<file path="src/rtl/fpx_pkg.sv">
package fpx_pkg;
  localparam int FLAG_W     = 5;
  localparam int CEXC_LSB   = 0;
  localparam int AEXC_LSB   = 5;
  localparam int TTYPE_LSB  = 14;
  localparam int TTYPE_W    = 3;
  localparam int TEM_LSB    = 23;
  localparam int MIN_STATUS = TEM_LSB + FLAG_W;
  localparam logic [TTYPE_W-1:0] TTYPE_IEEE = 3'd1;

  // Strobes from control to datapath
  typedef struct packed {
    logic load;
    logic trap;
  } fpxStrobe_t;

  // Keep only the highest-priority set bit (bit FLAG_W-1 is highest)
  function automatic logic [FLAG_W-1:0] keepTopFlag(input logic [FLAG_W-1:0] v);
    logic [FLAG_W-1:0] r;
    logic found;
    r = '0;
    found = 1'b0;
    for (int i = FLAG_W - 1; i >= 0; i--) begin
      if (v[i] && !found) begin
        r[i] = 1'b1;
        found = 1'b1;
      end
    end
    return r;
  endfunction
endpackage

</file>
<file path="src/rtl/fpx_ctrl.sv">
module fpx_ctrl
  import fpx_pkg::*;
(
  input  logic              clk,
  input  logic              rstN,
  input  logic              opDone,
  input  logic [FLAG_W-1:0] excFlags,
  input  logic [FLAG_W-1:0] temMask,
  output fpxStrobe_t        strobe,
  output logic              trapReq,
  output logic              advancePc
);
  logic trapHit;

  assign trapHit     = |(excFlags & temMask);
  assign strobe.load = opDone;
  assign strobe.trap = opDone && trapHit;

  always_ff @(posedge clk) begin
    if (!rstN) begin
      trapReq   <= 1'b0;
      advancePc <= 1'b0;
    end else begin
      trapReq   <= opDone && trapHit;
      advancePc <= opDone && !trapHit;
    end
  end
endmodule

</file>
<file path="src/rtl/fpx_datapath.sv">
module fpx_datapath
  import fpx_pkg::*;
#(
  parameter int STATUS_W = 32
) (
  input  logic                clk,
  input  logic                rstN,
  input  fpxStrobe_t          strobe,
  input  logic [FLAG_W-1:0]   excFlags,
  input  logic [STATUS_W-1:0] statusIn,
  output logic [STATUS_W-1:0] statusOut
);
  logic [FLAG_W-1:0]   temMask;
  logic [FLAG_W-1:0]   enabledFlags;
  logic [FLAG_W-1:0]   curFlags;
  logic [FLAG_W-1:0]   oldAccrued;
  logic [STATUS_W-1:0] statusNext;

  assign temMask      = statusIn[TEM_LSB +: FLAG_W];
  assign enabledFlags = excFlags & temMask;
  assign oldAccrued   = statusIn[AEXC_LSB +: FLAG_W];
  assign curFlags     = strobe.trap ? keepTopFlag(enabledFlags) : excFlags;

  always_comb begin
    statusNext = statusIn;
    statusNext[CEXC_LSB +: FLAG_W] = curFlags;
    if (strobe.trap) begin
      statusNext[TTYPE_LSB +: TTYPE_W] = TTYPE_IEEE;
    end else begin
      statusNext[AEXC_LSB +: FLAG_W] = oldAccrued | curFlags;
    end
  end

  always_ff @(posedge clk) begin
    if (!rstN) begin
      statusOut <= '0;
    end else if (strobe.load) begin
      statusOut <= statusNext;
    end
  end
endmodule

</file>
<file path="src/rtl/fpx_status_recorder.sv">
module fpx_status_recorder
  import fpx_pkg::*;
#(
  parameter int STATUS_W = 32
) (
  input  logic                clk,
  input  logic                rstN,
  input  logic                opDone,
  input  logic [4:0]          excFlags,
  input  logic [STATUS_W-1:0] statusIn,
  output logic [STATUS_W-1:0] statusOut,
  output logic                trapReq,
  output logic                advancePc
);
  fpxStrobe_t strobe;

  fpx_ctrl u_ctrl (
    .clk       (clk),
    .rstN      (rstN),
    .opDone    (opDone),
    .excFlags  (excFlags),
    .temMask   (statusIn[TEM_LSB +: FLAG_W]),
    .strobe    (strobe),
    .trapReq   (trapReq),
    .advancePc (advancePc)
  );

  fpx_datapath #(.STATUS_W(STATUS_W)) u_dp (
    .clk       (clk),
    .rstN      (rstN),
    .strobe    (strobe),
    .excFlags  (excFlags),
    .statusIn  (statusIn),
    .statusOut (statusOut)
  );
endmodule

</file>
<file path="config.mk">
export PLATFORM = sky130hd
export DESIGN_NAME = fpx_status_recorder
export DESIGN_NICKNAME = d
export VERILOG_FILES = /design/src/rtl/fpx_pkg.sv /design/src/rtl/fpx_ctrl.sv /design/src/rtl/fpx_datapath.sv /design/src/rtl/fpx_status_recorder.sv
export SDC_FILE = /design/constraint.sdc
export NUM_CORES = 1
export LEC_CHECK = 0
export CAP_MARGIN = 25
export CORE_ASPECT_RATIO = 0.7
export CORE_MARGIN = 1
export CORE_UTILIZATION = 55
export CTS_CLUSTER_DIAMETER = 80
export DETAILED_ROUTE_END_ITERATION = 8
export DONT_BUFFER_PORTS = 1
export PLACE_DENSITY = 0.7
export SYNTH_ARGS = -nofsm -noshare
export SYNTH_HDL_FRONTEND = slang
export SYNTH_SLANG_ARGS = --single-unit
</file>
<file path="constraint.sdc">
create_clock -name clk -period 2.1 [get_ports clk]
set_clock_uncertainty 0.05 [all_clocks]
set_input_delay 0.42 -clock clk [delete_from_list [all_inputs] [get_ports clk]]
set_output_delay 0.42 -clock clk [all_outputs]
set_load 0.01 [all_outputs]
</file>
==> results of run 1 <==
-- worst max-delay path, delay by kind of cell --
kind / cells / cell delay (ns)
AOI/OAI and AO/OA: 2 / 0.67
and+or+nand+nor: 1 / 0.11
buffers and inverters: 1 / 0.23
-- state kept, by name, indices dropped and copies added, names as in the netlist --
signal and flops:
u_dp.statusOut 32, u_ctrl.advancePc 1, u_ctrl.trapReq 1
-- cell usage after synthesis (all sizes together) --
cell     instances
mux2i           19
nor2             1
a31oi            3
a21oi            4
a211o            1
nand3            6
o21ai            8
nand2            3
a22oi            1
nand4            3
clkbuf           6
dfxtp           34
o211ai           2
o2111ai          1
o221a            1
a21boi           2
nor2b           19
nand3b           4
a41oi            4
a222oi           1
nand2b           3
inv              2
buf              4
-- per-stage QoR --
step / setup WS (ns) / instance area, µm² / cells / total power, mW / util
final: 0.846 / 1420 / 162 / 1.15 / 0.633
after global routing: 0.819 / 1420 / 162 / 1.21 / 0.633
after CTS: 0.876 / 1420 / 162 / 1.17 / 0.633
after detailed placement: 0.543 / 1370 / 156 / 0.829 / 0.610
after global placement: 0.556 / 1370 / 156 / 0.825 / 0.610
after floorplan: 0.684 / 1360 / 132 / 0.831 / -
-- routing by layer --
layer  routed length [µm]  up-vias
met4                   31        0
met1                 1060      419
met5                    0        -
li1                     -      475
met3                  375        5
met2                 1140       57
-- layout make-up --
| type | instances | area [µm²] | area share |
|---|---|---|---|
| Sequential cell | 34 | 681 | 0.480 |
| Inverter | 2 | 7.51 | 0.00529 |
| Timing Repair Buffer | 2 | 15.0 | 0.0106 |
| Clock buffer | 6 | 51.3 | 0.0362 |
| Multi-Input combinational cell | 86 | 624 | 0.440 |
| Tap cell | 32 | 40.0 | 0.0282 |
-- logic make-up after synthesis --
kind of cell	synth area share
and+or+nand+nor	0.179
DFF	0.500
AOI/OAI and AO/OA	0.140
muxes	0.140
buffers and inverters	0.0405
-- cell usage in the layout, fill, tap and decap left out --
| cell | n |
|---|---|
| clkbuf_4 | 5 |
| a222oi_1 | 1 |
| clkbuf_8 | 1 |
| nand2_1 | 3 |
| o211ai_1 | 2 |
| nand2b_1 | 3 |
| buf_4 | 2 |
| o21ai_1 | 2 |
| nor2b_1 | 19 |
| dfxtp_1 | 34 |
| nand3b_1 | 4 |
| a211o_1 | 1 |
| o2111ai_1 | 1 |
| a22oi_1 | 1 |
| o21ai_0 | 6 |
| a41oi_1 | 4 |
| nand4_1 | 3 |
| a21oi_1 | 4 |
| nor2_1 | 1 |
| nand3_1 | 5 |
| mux2i_1 | 19 |
| a31oi_1 | 3 |
| nand3_4 | 1 |
| o221a_1 | 1 |
| a21boi_0 | 2 |
| inv_1 | 2 |
-- worst max-delay path by stage --
stage          cells after the start  slack, ns         startpoint            endpoint
2_1_floorplan                      4       0.68        excFlags[2]  u_dp.statusOut[14]
3_3_place_gp                       4       0.56        excFlags[2]  u_dp.statusOut[14]
5_1_grt                            4       0.82        excFlags[2]  u_dp.statusOut[14]
3_5_place_dp                       4       0.54        excFlags[2]  u_dp.statusOut[14]
4_1_cts                            0       0.88  u_dp.statusOut[3]        statusOut[3]
6_report                           4       0.85        excFlags[2]  u_dp.statusOut[14]
-- where the power goes --
group	internal [mW]	switching, mW	leakage (nW)
Sequential	0.683	0.0422	0.281
Combinational	0.0522	0.0362	0.237
Clock	0.151	0.186	0.0302
Total	0.886	0.264	0.548
==> results_dict.tcl, run 1 <==
set metrics [dict create \
    rsz0062_at_grt "false" \
    cap_violations 0 \
    first_pass_iters 5 \
    die-width_um 61.4 \
    criticalPathCategory "in2reg" \
    worstHoldStart "opDone" \
    critPathCaptureType "register" \
    cts_tree "built" \
    max_slew_margin 0.716 \
    cts_buffers 5 \
    layout-drive-gt1-share 0.0692 \
    worst_slew_pin_slew_ns 0.426 \
    syn_area_mm2 0.00136 \
    antenna_found_initial 0 \
    finalSetupTns_ns 0 \
    holdPathEnd "u_dp.statusOut[9]" \
    r2r_slack_ns 1.33 \
    routabilityCongestion 0.804 \
    crit_arrival_ns 1.43 \
    holdPathStages 1 \
    synth_cell_types 26 \
    syn_nets 172 \
    ys_top_cells_by_area "dfxtp_1, mux2i_1, nor2b_1" \
    status "complete, no violations" \
    critPathSlowestCell "a222oi_1" \
    grt_pass1_vias 879 \
    crit_chain "a222oi_1 > buf_4 > nand3_4 > o221a_1" \
    path_clk_slew_ns 0.09 \
    yosys_register_bits 34 \
    met1_usage 0.243 \
    cp-start-kind "input port" \
    die_area_mm2 0.00268 \
    die_h_um 43.6 \
    htree_levels 2 \
    core_mm2 0.00224 \
    grt_max_degree 48 \
    path_max_fanout 6 \
    hpwl_um 1770 \
    peakVddDrop_mv 0.646 \
    period_needed_ns 1.25 \
    hold_ws_ns 0.142 \
    antenna_cells 0 \
    power.leakage_nw 0.548 \
    grtUsageMet3 0.0985 \
    avgSynthCellArea_um2 10.3 \
    start_util 0.607 \
    rows 14 \
    dr.first_iter.drc_count 49 \
    hold_class "in2reg" \
    hold_viol 0 \
    grt_use_met2 0.313 \
    yosys_warnings 0 \
    rr_endpoint "u_dp.statusOut[2]" \
    p_per_area_mw_per_mm2 810 \
    grt-busiest-layer "met2" \
    cts_resized 0 \
    fin_crit_sh 0.597 \
    fmax_mhz 797 \
    dr_total_vias 956 \
    wire_per_inst_um 16.1 \
    vias_per_cell 5.90 \
    ant_nets 0 \
    cts_root_buffer "clkbuf_4" \
    clock_path_buffers 2 \
    track_usage 0.206 \
    synth_top_area_frac 0.500 \
    nets 171 \
    io_pins 74 \
    setup_viol 0 \
    io_buffers 0 \
    drc 0 \
    maxSlewViolCount 0 \
    synth_largest_area_cell "dfxtp_1" \
    cts_sinks 34 \
    cts_setup_buffers 0 \
    timing.rr.start "u_dp.statusOut[2]" \
    crit_required_ns 2.27 \
    overflow 0 \
    cpPeakStageDelay_ns 0.43 \
    grt_first_pass_wirelength_um 3910 \
    fill_cells 201 \
    cts.hold.buffers_added 0 \
    yosysSeqAreaShare 0.500 \
    wl_um 2610 \
    synthCells 132 \
    reg2regPathDepth 2 \
    insertion_delay_ns 0.32 \
    syn2layout_area_growth_pct 4.32 \
]
Note: power is estimated with default switching activity, not from simulation.
==> run 2, diff against run 1 <==
==> constraint.sdc (replaced) <==
create_clock -name clk -period 1.2 [get_ports clk]
set_clock_uncertainty 0.05 [all_clocks]
set_input_delay 0.24 -clock clk [delete_from_list [all_inputs] [get_ports clk]]
set_output_delay 0.24 -clock clk [all_outputs]
set_load 0.01 [all_outputs]
==> results_dict.tcl, run 2 (synthesized netlist as in run 1, its figures left out) <==
set metrics [dict create \
    status "finished with violations" \
    violations "hold timing" \
    fin_crit_sh 0.891 \
    cts_tree "built" \
    maxSlewViolCount 0 \
    fill_cells 203 \
    p_seq_frac 0.622 \
    syn2layout_area_growth_pct 6.53 \
    top_regs "u_dp.statusOut: 32 flops, u_ctrl.advancePc: 1 flops, u_ctrl.trapReq: 1 flops" \
    max_slew_margin 0.759 \
    rsz0062_at_grt "false" \
    clock_path_buffers 2 \
    cts_setup_buffers 0 \
    period_needed_ns 1.07 \
    p_int_mw 1.56 \
    insertion_delay_ns 0.33 \
    dr_total_vias 991 \
    multi_input_area_um2 624 \
    critPathCaptureType "register" \
    place_ws_ns -0.0942 \
    die-width_um 61.4 \
    layout-drive-gt1-share 0.0677 \
    hpwl_um 1800 \
    cp-start-kind "input port" \
    wl_um 2740 \
    fmax_mhz 935 \
    io_buffers 0 \
    hold_class "in2reg" \
    core_mm2 0.00224 \
    antenna_found_initial 0 \
    worst_slew_pin_slew_ns 0.360 \
    peakVddDrop_mv 0.853 \
    total_power_mw 2.04 \
    netSwitchingFraction 0.237 \
    power.leakage_nw 0.560 \
    first_pass_iters 4 \
    setup_viol 0 \
    cts.hold.buffers_added 1 \
    nets 174 \
    htree_levels 2 \
    drc 0 \
    rows 14 \
    antenna_cells 0 \
    final_core_util 0.646 \
    start_util 0.607 \
    crit_arrival_ns 1.28 \
    die_area_mm2 0.00268 \
    r2r_slack_ns 0.44 \
    vias_per_cell 6.01 \
    grt_max_degree 40 \
    cts_resized 0 \
    final_cell_mix "dfxtp_1, mux2i_1, nor2b_1" \
    p_per_area_mw_per_mm2 1410 \
    cts_root_buffer "clkbuf_4" \
    crit_required_ns 1.41 \
    path_max_fanout 39 \
    cts_buffers 5 \
    grt_first_pass_wirelength_um 3910 \
    criticalPathCategory "in2reg" \
    final_common_cell "dfxtp_1" \
    top_register "u_dp.statusOut" \
    die_h_um 43.6 \
    hold_viol 22 \
    overflow 0 \
    io_pins 74 \
    ant_nets 0 \
    hold_ws_ns -0.0170 \
    dr.first_iter.drc_count 30 \
    p_sw_mw 0.483 \
    largest_register_ffs 32 \
    power.clock.fraction 0.296 \
    final.setup.worst_slack_ns 0.130 \
    wire_per_inst_um 16.6 \
    routabilityCongestion 0.759 \
    register_area_um2 681 \
    cts_sinks 34 \
    cap_violations 0 \
    grt_pass1_vias 880 \
    track_usage 0.210 \
    path_clk_slew_ns 0.09 \
    comb_power_share 0.082 \
]
[run 2: cell types whose count changed in the layout (fill, tap and decap cells not counted)]
| cell | delta |
|---|---|
| dlygate4sd3_1 | +3 |
[run 2: per-layer routing]
metal	vias to the layer above	track usage	part of all wire	wire length, µm
met5	-	0	0	0
met4	0	0.133	0.024	65
met3	8	0.0866	0.10	288
met2	52	0.320	0.45	1230
met1	453	0.246	0.42	1160
li1	478	-	-	-
[run 2: path summary, 6_finish.rpt]
path,start,to,cells after the start
setup / recovery,opDone,u_ctrl.trapReq,3
hold reg to reg,u_dp.statusOut[15],u_dp.statusOut[15],2
hold / removal,rstN,u_dp.statusOut[11],1
setup reg to reg,u_dp.statusOut[2],u_dp.statusOut[2],2
[run 2: final cells by class]
cell class | count | share of cell area
Sequential cell | 34 | 0.470
Multi-Input combinational cell | 86 | 0.431
Clock buffer | 6 | 0.0354
Tap cell | 32 | 0.0276
Inverter | 2 | 0.00518
Timing Repair Buffer | 5 | 0.0311
[run 2: stage by stage]
stage	cells	area [µm²]	TNS, ns
floorplan	132	1360	-0.0189
global placement	156	1370	-0.136
detailed placement	156	1370	-0.293
CTS	163	1430	0
global route	165	1450	0
finish	165	1450	0
[run 2: critical path, stage by stage]
cell and delay (ns):
dlygate4sd3_1 0.75, nand2_1 0.11, a31oi_1 0.17
[run 2: power groups by stage]
| stage | sequential [mW] | combinational, mW | clock (mW) |
|---|---|---|---|
| floorplan | 1.28 | 0.171 | 0 |
| global placement | 1.29 | 0.149 | 0 |
| detailed placement | 1.30 | 0.157 | 0 |
| CTS | 1.27 | 0.164 | 0.626 |
| global route | 1.28 | 0.185 | 0.659 |
| finish | 1.27 | 0.167 | 0.604 |
==> run 3, diff against run 2 <==
--- a/config.mk
+++ b/config.mk
@@ -5,6 +5,7 @@
 export SDC_FILE = /design/constraint.sdc
 export NUM_CORES = 1
 export LEC_CHECK = 0
+export ABC_AREA = 1
 export CAP_MARGIN = 25
 export CORE_ASPECT_RATIO = 0.7
 export CORE_MARGIN = 1
==> results_dict.tcl, run 3 <==
set metrics [dict create \
    maxSlewViolCount 0 \
    setup_viol 0 \
    total_power_mw 2.09 \
    wl_met1_um 1420 \
    htree_levels 2 \
    largest_register_ffs 32 \
    syn_area_mm2 0.00137 \
    syn2layout_area_growth_pct 18.3 \
    synth.top_cells.by_count "nor2_1, dfxtp_1, nand2_1, o21ai_0" \
    power.leakage_nw 0.755 \
    die_area_mm2 0.00270 \
    fin_crit_sh 0.862 \
    grt_first_pass_wirelength_um 5040 \
    place_area_mm2 0.00137 \
    status "complete, no violations" \
    io_buffers 0 \
    cap_violations 0 \
    avgSynthCellArea_um2 7.58 \
    ys_top_cells_by_area "dfxtp_1, nor2_1, nand2_1" \
    layout-drive-gt1-share 0.0739 \
    final_core_util 0.724 \
    finalNonFillerCells 235 \
    max_slew_margin 0.612 \
    ant_nets 0 \
    finalSetupTns_ns 0 \
    nets 243 \
    grt_pass1_vias 1191 \
    clock_path_buffers 2 \
    synth_cell_types 21 \
    crit_arrival_ns 0.74 \
    design_area_mm2 0.00162 \
    fmax_mhz 967 \
    first_pass_iters 5 \
    dr_total_vias 1232 \
    crit_required_ns 0.91 \
    track_usage 0.265 \
    grt_max_degree 38 \
    yosys-mux-area-fraction 0.0292 \
    synthAdderAreaFrac 0 \
    yosys_register_bits 34 \
    comb_power_share 0.117 \
    p_per_area_mw_per_mm2 1290 \
    period_needed_ns 1.03 \
    routed.top_layer "met4" \
    cts_buffers 5 \
    path_clk_slew_ns 0.09 \
    worst_slew_pin_slew_ns 0.582 \
    wire_per_inst_um 13.7 \
    wl_um 3220 \
    yosysMostFrequentCell "nor2_1" \
    fill_cells 192 \
    synth_xor_area_frac 0 \
    wl_met3_um 280 \
    overflow 0 \
    netSwitchingFraction 0.263 \
    synth_edf_count 0 \
    p_int_mw 1.54 \
    core_mm2 0.00224 \
    rsz0062_at_grt "false" \
    placed_cells 207 \
    p_sw_mw 0.550 \
    syn_nets 221 \
    critPathCaptureType "output port" \
    hold_viol 0 \
    synth_largest_area_cell "dfxtp_1" \
    yosys_warnings 0 \
    async_flop_share 0 \
    cts_sinks 34 \
    cts_root_buffer "clkbuf_4" \
    vias_per_cell 5.24 \
    cts_setup_buffers 0 \
    final.setup.worst_slack_ns 0.166 \
    die_h_um 43.8 \
    io_pins 74 \
    yosys.area_share.simple 0.296 \
    final_cell_mix "nor2_1, dfxtp_1, nand2_1" \
    synth-compound-area-share 0.0985 \
    dr_wl_met2_um 1460 \
    synth_top_family_by_area "simple AND/OR/NAND/NOR gates" \
    yosysSeqAreaShare 0.496 \
    place_ws_ns 0.145 \
    power.clock.fraction 0.271 \
    top_register "u_dp.statusOut" \
    p_seq_frac 0.612 \
    hold_ws_ns 0.00173 \
    hpwl_um 2080 \
    hold_class "in2reg" \
    dr.first_iter.drc_count 57 \
    routabilityCongestion 0.748 \
    cts_tree "built" \
    rows 14 \
    final_common_cell "nor2_1" \
    peakVddDrop_mv 0.932 \
    ys.flop_type "dfxtp_1" \
    cp-start-kind "register" \
    drc 0 \
    antenna_cells 0 \
    antenna_found_initial 0 \
    criticalPathCategory "reg2out" \
    synthCells 181 \
    die-width_um 61.7 \
    synth_top_area_frac 0.496 \
    top_regs "u_dp.statusOut: 32 flops, u_ctrl.advancePc: 1 flops, u_ctrl.trapReq: 1 flops" \
    insertion_delay_ns 0.33 \
    start_util 0.612 \
    path_max_fanout 2 \
]
## run 3: cell count changes after synthesis, sizes merged, moves of 4 or more
cell	before	now
a21oi	4	8
nor2b	19	0
nor2	1	46
nand3	6	11
o21ai	8	16
nand2	3	37
mux2i	19	4
a41oi	4	0
inv	2	11
clkbuf	6	2
nand3b	4	0
## run 3: area by class of cell
class	count	area [µm²]	area share
timing repair buffer	24	235	0.145
sequential	34	681	0.419
multi-input combinational	127	582	0.358
inverter	11	41.3	0.0254
tap	32	40.0	0.0247
clock buffer	7	45.0	0.0277
## run 3: logic make-up (layout without fill, tap and decap cells)
kind of cell | Yosys count | after routing
DFF | 34 | 34
muxes | 4 | 4
and+or+nand+nor | 97 | 97
buffers and inverters | 20 | 42
AOI/OAI and AO/OA | 26 | 26
## run 3: what timing repair did
| item | CTS | global route |
|---|---|---|
| hold buffers | 21 | 0 |
| gates resized for setup | 0 | 1 |
| hold endpoints to repair | 22 | 0 |
| setup endpoints to repair | 0 | 18 |
## run 3: layer usage
metal	vias to the layer above	GRT usage
met4	0	0.120
met5	-	0
li1	616	-
met3	8	0.104
met1	559	0.298
met2	49	0.441
## run 3: power by group through the flow
stage	clock network [mW]	registers, mW	logic (mW)
floorplan	0	1.29	0.181
global placement	0	1.30	0.171
detailed placement	0	1.30	0.178
CTS	0.577	1.28	0.243
global route	0.623	1.29	0.280
finish	0.566	1.28	0.245
## run 3: final timing paths
kind	startpoint	endpoint	slack, ns	cells past startpoint
setup / recovery	u_dp.statusOut[4]	statusOut[4]	0.17	0
hold / removal	rstN	u_dp.statusOut[11]	0.002	2
setup reg to reg	u_dp.statusOut[1]	u_dp.statusOut[1]	0.31	3
hold reg to reg	u_dp.statusOut[11]	u_dp.statusOut[11]	0.45	2
